<file path="src/rtl/barker_acq_pkg.sv">
package barker_acq_pkg;
  localparam int DEF_TAPS   = 11;
  localparam int DEF_SAMP_W = 3;
  // bit i = chip i, 1 -> +1, 0 -> -1; chip 0 meets the oldest sample
  localparam logic [DEF_TAPS-1:0] DEF_CHIPS = 11'b010_0100_0111;
  localparam int DEF_THR_STRONG = 36;
  localparam int DEF_THR_FIXED  = 24;
endpackage

</file>
<file path="src/rtl/barker_sample_line.sv">
module barker_sample_line #(
  parameter int TAPS   = 11,
  parameter int SAMP_W = 3,
  localparam int VAL_W = SAMP_W + 1
) (
  input  logic                        clk_i,
  input  logic                        rst_ni,
  input  logic                        valid_i,
  input  logic [SAMP_W-1:0]           sample_i,
  output logic [TAPS-1:0][VAL_W-1:0]  win_nxt_o
);
  logic [TAPS-1:0][VAL_W-1:0] win_q;
  logic [VAL_W-1:0]           mag;
  logic [VAL_W-1:0]           val;

  assign mag = VAL_W'(sample_i[SAMP_W-2:0]) + VAL_W'(1);
  assign val = sample_i[SAMP_W-1] ? (~mag + VAL_W'(1)) : mag;

  // index 0 is the newest sample
  always_comb begin
    win_nxt_o = win_q;
    if (valid_i) win_nxt_o = {win_q[TAPS-2:0], val};
  end

  always_ff @(posedge clk_i or negedge rst_ni) begin
    if (!rst_ni) win_q <= '0;
    else         win_q <= win_nxt_o;
  end
endmodule

</file>
<file path="src/rtl/barker_correlator.sv">
module barker_correlator #(
  parameter int              TAPS   = 11,
  parameter int              VAL_W  = 4,
  parameter int              CORR_W = 7,
  parameter logic [TAPS-1:0] CHIPS  = '1
) (
  input  logic [TAPS-1:0][VAL_W-1:0] win_i,
  output logic [CORR_W-1:0]          corr_o
);
  logic [TAPS-1:0][CORR_W-1:0] term;

  for (genvar j = 0; j < TAPS; j++) begin : g_tap
    logic [CORR_W-1:0] ext;
    assign ext = {{(CORR_W-VAL_W){win_i[j][VAL_W-1]}}, win_i[j]};
    // window slot j holds chip TAPS-1-j
    if (CHIPS[TAPS-1-j]) begin : g_pos
      assign term[j] = ext;
    end else begin : g_neg
      assign term[j] = ~ext + CORR_W'(1);
    end
  end

  always_comb begin
    corr_o = '0;
    for (int j = 0; j < TAPS; j++) corr_o = corr_o + term[j];
  end
endmodule

</file>
<file path="src/rtl/barker_threshold_ctrl.sv">
module barker_threshold_ctrl #(
  parameter int TAPS       = 11,
  parameter int CORR_W     = 7,
  parameter int THR_W      = 6,
  parameter int THR_STRONG = 36,
  parameter int THR_FIXED  = 24,
  localparam int CNT_W     = $clog2(TAPS)
) (
  input  logic              clk_i,
  input  logic              rst_ni,
  input  logic              valid_i,
  input  logic              adaptive_i,
  input  logic [CORR_W-1:0] corr_nxt_i,
  output logic [CORR_W-1:0] corr_o,
  output logic              sync_o,
  output logic [THR_W-1:0]  threshold_o
);
  logic [CNT_W-1:0]  cnt_q;
  logic [THR_W-1:0]  thr_q;
  logic [CORR_W-1:0] mag;
  logic              hit;

  assign threshold_o = adaptive_i ? thr_q : THR_W'(THR_FIXED);
  assign mag = corr_nxt_i[CORR_W-1] ? (~corr_nxt_i + CORR_W'(1)) : corr_nxt_i;
  assign hit = mag >= CORR_W'(threshold_o);

  always_ff @(posedge clk_i or negedge rst_ni) begin
    if (!rst_ni) begin
      corr_o <= '0;
      sync_o <= 1'b0;
      cnt_q  <= '0;
      thr_q  <= THR_W'(THR_STRONG);
    end else begin
      sync_o <= valid_i && hit;
      if (valid_i) corr_o <= corr_nxt_i;
      if (!adaptive_i) begin
        cnt_q <= '0;
        thr_q <= THR_W'(THR_STRONG);
      end else if (valid_i) begin
        if (hit) begin                       // detection wins over period end
          cnt_q <= '0;
          thr_q <= THR_W'(THR_STRONG);
        end else if (cnt_q == CNT_W'(TAPS-1)) begin
          cnt_q <= '0;
          thr_q <= '0;
        end else begin
          cnt_q <= cnt_q + CNT_W'(1);
        end
      end
    end
  end
endmodule

</file>
<file path="src/rtl/barker_acq_detector.sv">
module barker_acq_detector
  import barker_acq_pkg::*;
#(
  parameter int              TAPS       = DEF_TAPS,
  parameter int              SAMP_W     = DEF_SAMP_W,
  parameter logic [TAPS-1:0] CHIPS      = DEF_CHIPS,
  parameter int              THR_STRONG = DEF_THR_STRONG,
  parameter int              THR_FIXED  = DEF_THR_FIXED,
  localparam int VAL_W  = SAMP_W + 1,
  localparam int PEAK   = TAPS * (2 ** (SAMP_W - 1)),
  localparam int THR_W  = $clog2(PEAK + 1),
  localparam int CORR_W = THR_W + 1
) (
  input  logic              clk_i,
  input  logic              rst_ni,
  input  logic              sample_valid_i,
  input  logic [SAMP_W-1:0] sample_i,
  input  logic              adaptive_i,
  output logic [CORR_W-1:0] corr_o,
  output logic              sync_o,
  output logic [THR_W-1:0]  threshold_o
);
  logic [TAPS-1:0][VAL_W-1:0] win_nxt;
  logic [CORR_W-1:0]          corr_nxt;

  barker_sample_line #(.TAPS(TAPS), .SAMP_W(SAMP_W)) u_line (
    .clk_i     (clk_i),
    .rst_ni    (rst_ni),
    .valid_i   (sample_valid_i),
    .sample_i  (sample_i),
    .win_nxt_o (win_nxt)
  );

  barker_correlator #(.TAPS(TAPS), .VAL_W(VAL_W), .CORR_W(CORR_W), .CHIPS(CHIPS)) u_corr (
    .win_i  (win_nxt),
    .corr_o (corr_nxt)
  );

  barker_threshold_ctrl #(
    .TAPS(TAPS), .CORR_W(CORR_W), .THR_W(THR_W),
    .THR_STRONG(THR_STRONG), .THR_FIXED(THR_FIXED)
  ) u_thr (
    .clk_i       (clk_i),
    .rst_ni      (rst_ni),
    .valid_i     (sample_valid_i),
    .adaptive_i  (adaptive_i),
    .corr_nxt_i  (corr_nxt),
    .corr_o      (corr_o),
    .sync_o      (sync_o),
    .threshold_o (threshold_o)
  );
endmodule

</file>
<file path="config.mk">
export PLATFORM = sky130hd
export DESIGN_NAME = barker_acq_detector
export DESIGN_NICKNAME = d
export VERILOG_FILES = /design/src/rtl/barker_acq_pkg.sv /design/src/rtl/barker_sample_line.sv /design/src/rtl/barker_correlator.sv /design/src/rtl/barker_threshold_ctrl.sv /design/src/rtl/barker_acq_detector.sv
export SDC_FILE = /design/constraint.sdc
export NUM_CORES = 1
export LEC_CHECK = 0
export ABC_AREA = 1
export CAP_MARGIN = 20
export CELL_PAD_IN_SITES_DETAIL_PLACEMENT = 0
export CELL_PAD_IN_SITES_GLOBAL_PLACEMENT = 1
export CORE_ASPECT_RATIO = 1.75
export CORE_MARGIN = 4
export CORE_UTILIZATION = 42
export DETAILED_ROUTE_END_ITERATION = 8
export PLACE_DENSITY_LB_ADDON = 0.25
export SLEW_MARGIN = 15
export SYNTH_ARGS = -nofsm -noshare
export SYNTH_HDL_FRONTEND = slang
export SYNTH_SLANG_ARGS = --single-unit
</file>
<file path="constraint.sdc">
create_clock -name clk_i -period 5.3 [get_ports clk_i]
set_input_delay 1.06 -clock clk_i [delete_from_list [all_inputs] [get_ports clk_i]]
set_output_delay 1.06 -clock clk_i [all_outputs]
set_load 0.02 [all_outputs]
</file>
# Word level (Yosys, flattened, before mapping)

Index checks and enable logic that the tools add are counted.

Add/subtract/negate cells: 20
Multiply operators: 0
Div/mod/pow operators: 0
Order comparisons: 1
Eq/ne operators: 3
Shifts and indexed selects: 0
Muxes and demuxes: 12
Bitwise operators: 8
Reduce and logical (&&, ||, !) cells: 2

Operator list:

| cell                                                            | count |
|---|---|
| 7-bit adder                                                     | 10 |
| 7-bit by 1-bit adder with 7-bit output, second input constant   | 7 |
| 7-bit inverter                                                  | 7 |
| 44-bit 2-to-1 mux                                               | 1 |
| 6-bit 2-to-1 mux                                                | 5 |
| 4-bit 2-to-1 mux                                                | 5 |
| 4-bit by 1-bit adder with 4-bit output, second input constant   | 2 |
| 7-bit by 6-bit >= comparator with 1-bit output                  | 1 |
| 7-bit 2-to-1 mux                                                | 1 |
| 4-bit equality test, second input constant                      | 1 |
| 4-bit inverter                                                  | 1 |
| 2-bit by 1-bit adder with 3-bit output, second input constant   | 1 |
| 3-bit by 1-bit != test with 1-bit output, second input constant | 1 |
| 2-bit != test, second input constant                            | 1 |
| 2-bit AND reduction                                             | 1 |
| 1-bit logical AND                                               | 1 |

Register bits after elaboration: 62
Latch bits: 0
RAM bits: 0
Memory bits (read-only): 0
Memories kept: 0

# Longest topological paths before layout

Word-level depth: 24
Gate-level depth with buffers: 37
Gate-level depth less buffers: 35

# By module

Synthesis repeated with hierarchy kept, for this count alone.

Cells, all modules: 460
Area, all modules: 4,032.6 µm²

Modules (own cells, without submodules):

| module                | times used | cells each | area each (µm²) |
|---|---|---|---|
| barker_sample_line    | 1          | 180        | 1,769.2 |
| barker_correlator     | 1          | 174        | 1,440.1 |
| barker_threshold_ctrl | 1          | 106        | 823.3 |

# Worst setup path after synthesis

OpenSTA, ideal clock, no wires.

Path kind: input to register
From: input sample_valid_i
To: register u_thr.cnt_q[3]
Arrival: 6.797 ns
Required time: 5.231 ns
Slack: -1.565 ns
Stages: 31
Cells stage by stage: clkbuf_1 > clkbuf_1 > o21ai_0 > fa_1 > inv_1 > fa_1 > inv_1 > fa_1 > inv_1 > fa_1 > inv_1 > fa_1 > fa_1 > inv_1 > nand3_1 > nand2_1 > nand2_1 > nand2_1 > nand2_1 > a21oi_1 > xor2_1 > inv_1 > ha_1 > a21o_1 > a211oi_1 > nand2_1 > inv_2 > nand3_2 > nand2_2 > inv_2 > nor2_2

RTL lines:

| what                   | line                        | source |
|---|---|---|
| start: declaration     | barker_acq_detector.sv:16   | `input logic sample_valid_i,` |
| end signal: assignment | barker_threshold_ctrl.sv:47 | `cnt_q <= cnt_q + CNT_W'(1);` |
| end: declaration       | barker_threshold_ctrl.sv:18 | `logic [CNT_W-1:0] cnt_q;` |

# Final worst setup path

From: input sample_valid_i
To: register u_thr.corr_o[6]

Cells in the longest elaborated chain, start to end: 13

RTL lines:

| what                                   | line                        | source |
|---|---|---|
| 44-bit 2-to-1 mux                      | barker_sample_line.sv:22    | `if (valid_i) win_nxt_o = {win_q[TAPS-2:0], val};` |
| 7-bit inverter                         | barker_correlator.sv:19     | `assign term[j] = ~ext + CORR_W'(1);` |
| 7-bit by 1-bit adder with 7-bit output | barker_correlator.sv:19     |  |
| 7-bit adder (10 in series)             | barker_correlator.sv:25     | `for (int j = 0; j < TAPS; j++) corr_o = corr_o + term[j];` |
| end signal: assignment                 | barker_threshold_ctrl.sv:35 | `if (valid_i) corr_o <= corr_nxt_i;` |
| end: declaration                       | barker_threshold_ctrl.sv:14 | `output logic [CORR_W-1:0] corr_o,` |

Several ways; a longest one is shown, not always the timed one.
A chain may end at the register's enable or synchronous reset.

==> results.json <==
{
  "place_hpwl_mm": 6.59,
  "avgSynthCellArea_um2": 8.78,
  "clock_latency_ns": 0.33,
  "rsz0062_at_grt": "yes",
  "yosys.area.top_type": "dfrtp_1",
  "syn_inst": 448,
  "drtPass1Iterations": 4,
  "core_area_um2": 9090,
  "drive_above_1_share_pct": 38.3,
  "period_needed_ns": 6.32,
  "io_buffers": 18,
  "ant_nets": 0,
  "mostFrequentLayoutCell": "inv_1",
  "dr_total_vias": 3149,
  "yosysSeqAreaShare_pct": 36.3,
  "ctsLongestPathBuffers": 2,
  "yosys.area.top_type_share_pct": 35.6,
  "required_ns": 5.55,
  "ys_top_cells_by_area": "dfrtp_1, fa_1, nand2_1",
  "die_h_um": 136,
  "yosysWarnings": 0,
  "fin_crit_sh_pct": 119,
  "cp-start-kind": "input port",
  "synth_area_um2": 3930,
  "area_growth_pct": 48.3,
  "track_usage_pct": 19.2,
  "hold_viol_final": 0,
  "io_pins": 21,
  "clock.fmax_mhz": 158,
  "antenna_cells": 0,
  "cpPeakStageDelay_ns": 0.57,
  "nets": 621,
  "cp-end-kind": "register",
  "async_reset_ff_share_pct": 100,
  "cts.reportedPaths.clkPinSlew_ns": 0.05,
  "wl_per_cell_um": 14.0,
  "die_w_um": 81.2,
  "layout_common_cells": "inv_1, nand2_1, buf_4",
  "worst_path_most_repeated_cell": "buf_4",
  "initial_core_util_pct": 43.3,
  "violations": "negative setup slack",
  "synth_flop_cell": "dfrtp_1",
  "drc_errors": 0,
  "status": "finished, violations left",
  "drv_slew": 0,
  "viasPerCell": 4.62,
  "gp_congestion": 0.808,
  "root_buffer": "clkbuf_16",
  "arrival_ns": 6.58,
  "die_area_um2": 11000,
  "ys_seq_elements": 57,
  "crit_fanout": 6,
  "worstHoldPathType": "register to register",
  "cts_max_level": 3,
  "grt_antenna_before_repair": 0,
  "grt_max_degree": 58,
  "cts_tree": "done",
  "gr-total-overflow": 0,
  "worstSetupPathType": "input port to register",
  "row_count": 46,
  "maxCapViolations": 0,
  "cts_made_buffers": 9,
  "fin_tns_setup_ns": -6.84,
  "slew_headroom_pct": 50.9,
  "worst_pin_slew_ns": 0.736,
  "drtIter0Drc": 107,
  "fillers": 796,
  "report.final.setup_viol": 7,
  "layout_setup_ws_ns": -1.02,
  "ys_types": 27,
  "cpMaxStageDelayCell": "fa_1",
  "grt_pass1_vias": 3478,
  "synth_edf_count": 0,
  "cts.sinks": 57,
  "grt_pass1_wl_mm": 15.9,
  "drt-total-wl_mm": 9.51,
  "finClkSkew_ns": 0.00734
}
==> per-stage QoR <==
| step | cells | hold slack, ns | util (%) | cell area, um2 | setup WS [ns] |
|---|---|---|---|---|---|
| after floorplan | 449 | 0.442 | - | 4120 | -1.09 |
| after global placement | 640 | 0.454 | 52.7 | 4790 | -2.01 |
| after detailed placement | 640 | 0.471 | 52.7 | 4790 | -2.11 |
| after CTS | 676 | 0.479 | 61.8 | 5620 | -1.02 |
| after global routing | 681 | 0.508 | 64.1 | 5830 | -1.29 |
| final | 681 | 0.468 | 64.1 | 5830 | -1.02 |
==> critical path: cells and delay by family <==
kind	cells	cell delay [ns]
buffers and inverters	16	1.81
AOI/OAI and AO/OA	2	0.18
and+or+nand+nor	6	0.45
adders and majority gates	7	3.07
==> area by class of cell <==
type	instances	area, um2	share of cell area [%]
Clock buffer	10	239	4.10
Timing Repair inverter	1	11.3	0.193
Multi-Input combinational cell	274	2520	43.2
Inverter	104	409	7.01
Sequential cell	57	1430	24.5
Tap cell	120	150	2.57
Clock inverter	5	56.3	0.965
Timing Repair Buffer	110	1020	17.5
==> path summary, 6_finish.rpt <==
check	start	to	slack, ns	cells after the start
min	u_thr.thr_q[2]	u_thr.thr_q[2]	0.47	2
max	sample_valid_i	u_thr.corr_o[6]	-1.02	31
max reg2reg	u_line.win_q[17]	u_thr.corr_o[6]	-0.46	28
min reg2reg	u_thr.thr_q[2]	u_thr.thr_q[2]	0.47	2
max in group asynchronous	rst_ni	u_line.win_q[10]	3.94	2
min in group asynchronous	rst_ni	u_line.win_q[20]	0.88	2
==> flip-flops by register name (all words and copies together), names as in the netlist <==
signal	flops
u_thr.sync_o	1
u_line.win_q	44
u_thr.thr_q	1
u_thr.corr_o	7
u_thr.cnt_q	4
==> synth_stat cells (3+ instances only) <==
cell	count
fa_1	42
or2_2	10
buf_4	4
nand2_2	4
nor2_1	10
xor2_1	10
o21ai_0	41
nand3_1	16
ha_1	15
a21oi_1	5
dfrtp_1	56
clkbuf_1	8
nand2_1	106
inv_2	3
inv_1	101
==> logic make-up (layout without fill, tap and decap cells) <==
kind of cell | Yosys count | in the layout | synth area share, %
simple gates | 152 | 152 | 16.4
buf+inv | 118 | 230 | 11.7
fa+ha+maj | 57 | 57 | 26.1
flops | 57 | 57 | 36.3
compound gates | 52 | 52 | 6.90
xor+xnor | 11 | 11 | 2.45
other cells | 1 | 2 | 0.0953
==> timing repair <==
| item | 4_1_cts | 5_1_grt |
|---|---|---|
| gates cloned | 4 | 1 |
| gates resized for setup | 85 | 45 |
| pin swaps | 56 | 40 |
| hold buffers | 0 | 0 |
| buffers inserted | 17 | 4 |
| setup endpoints to repair | 10 | 9 |
==> routing by layer <==
metal	vias to the layer above	track usage [%]	share of wire (%)
met1	1531	20.9	37
met3	24	3.12	2.4
met4	0	7.99	3.2
met5	-	0	0
li1	1550	-	-
met2	44	35.5	57
Power is left out: the tool's default activity adds up to more than one toggle a clock period on the data nets, which glitch-free logic cannot reach.
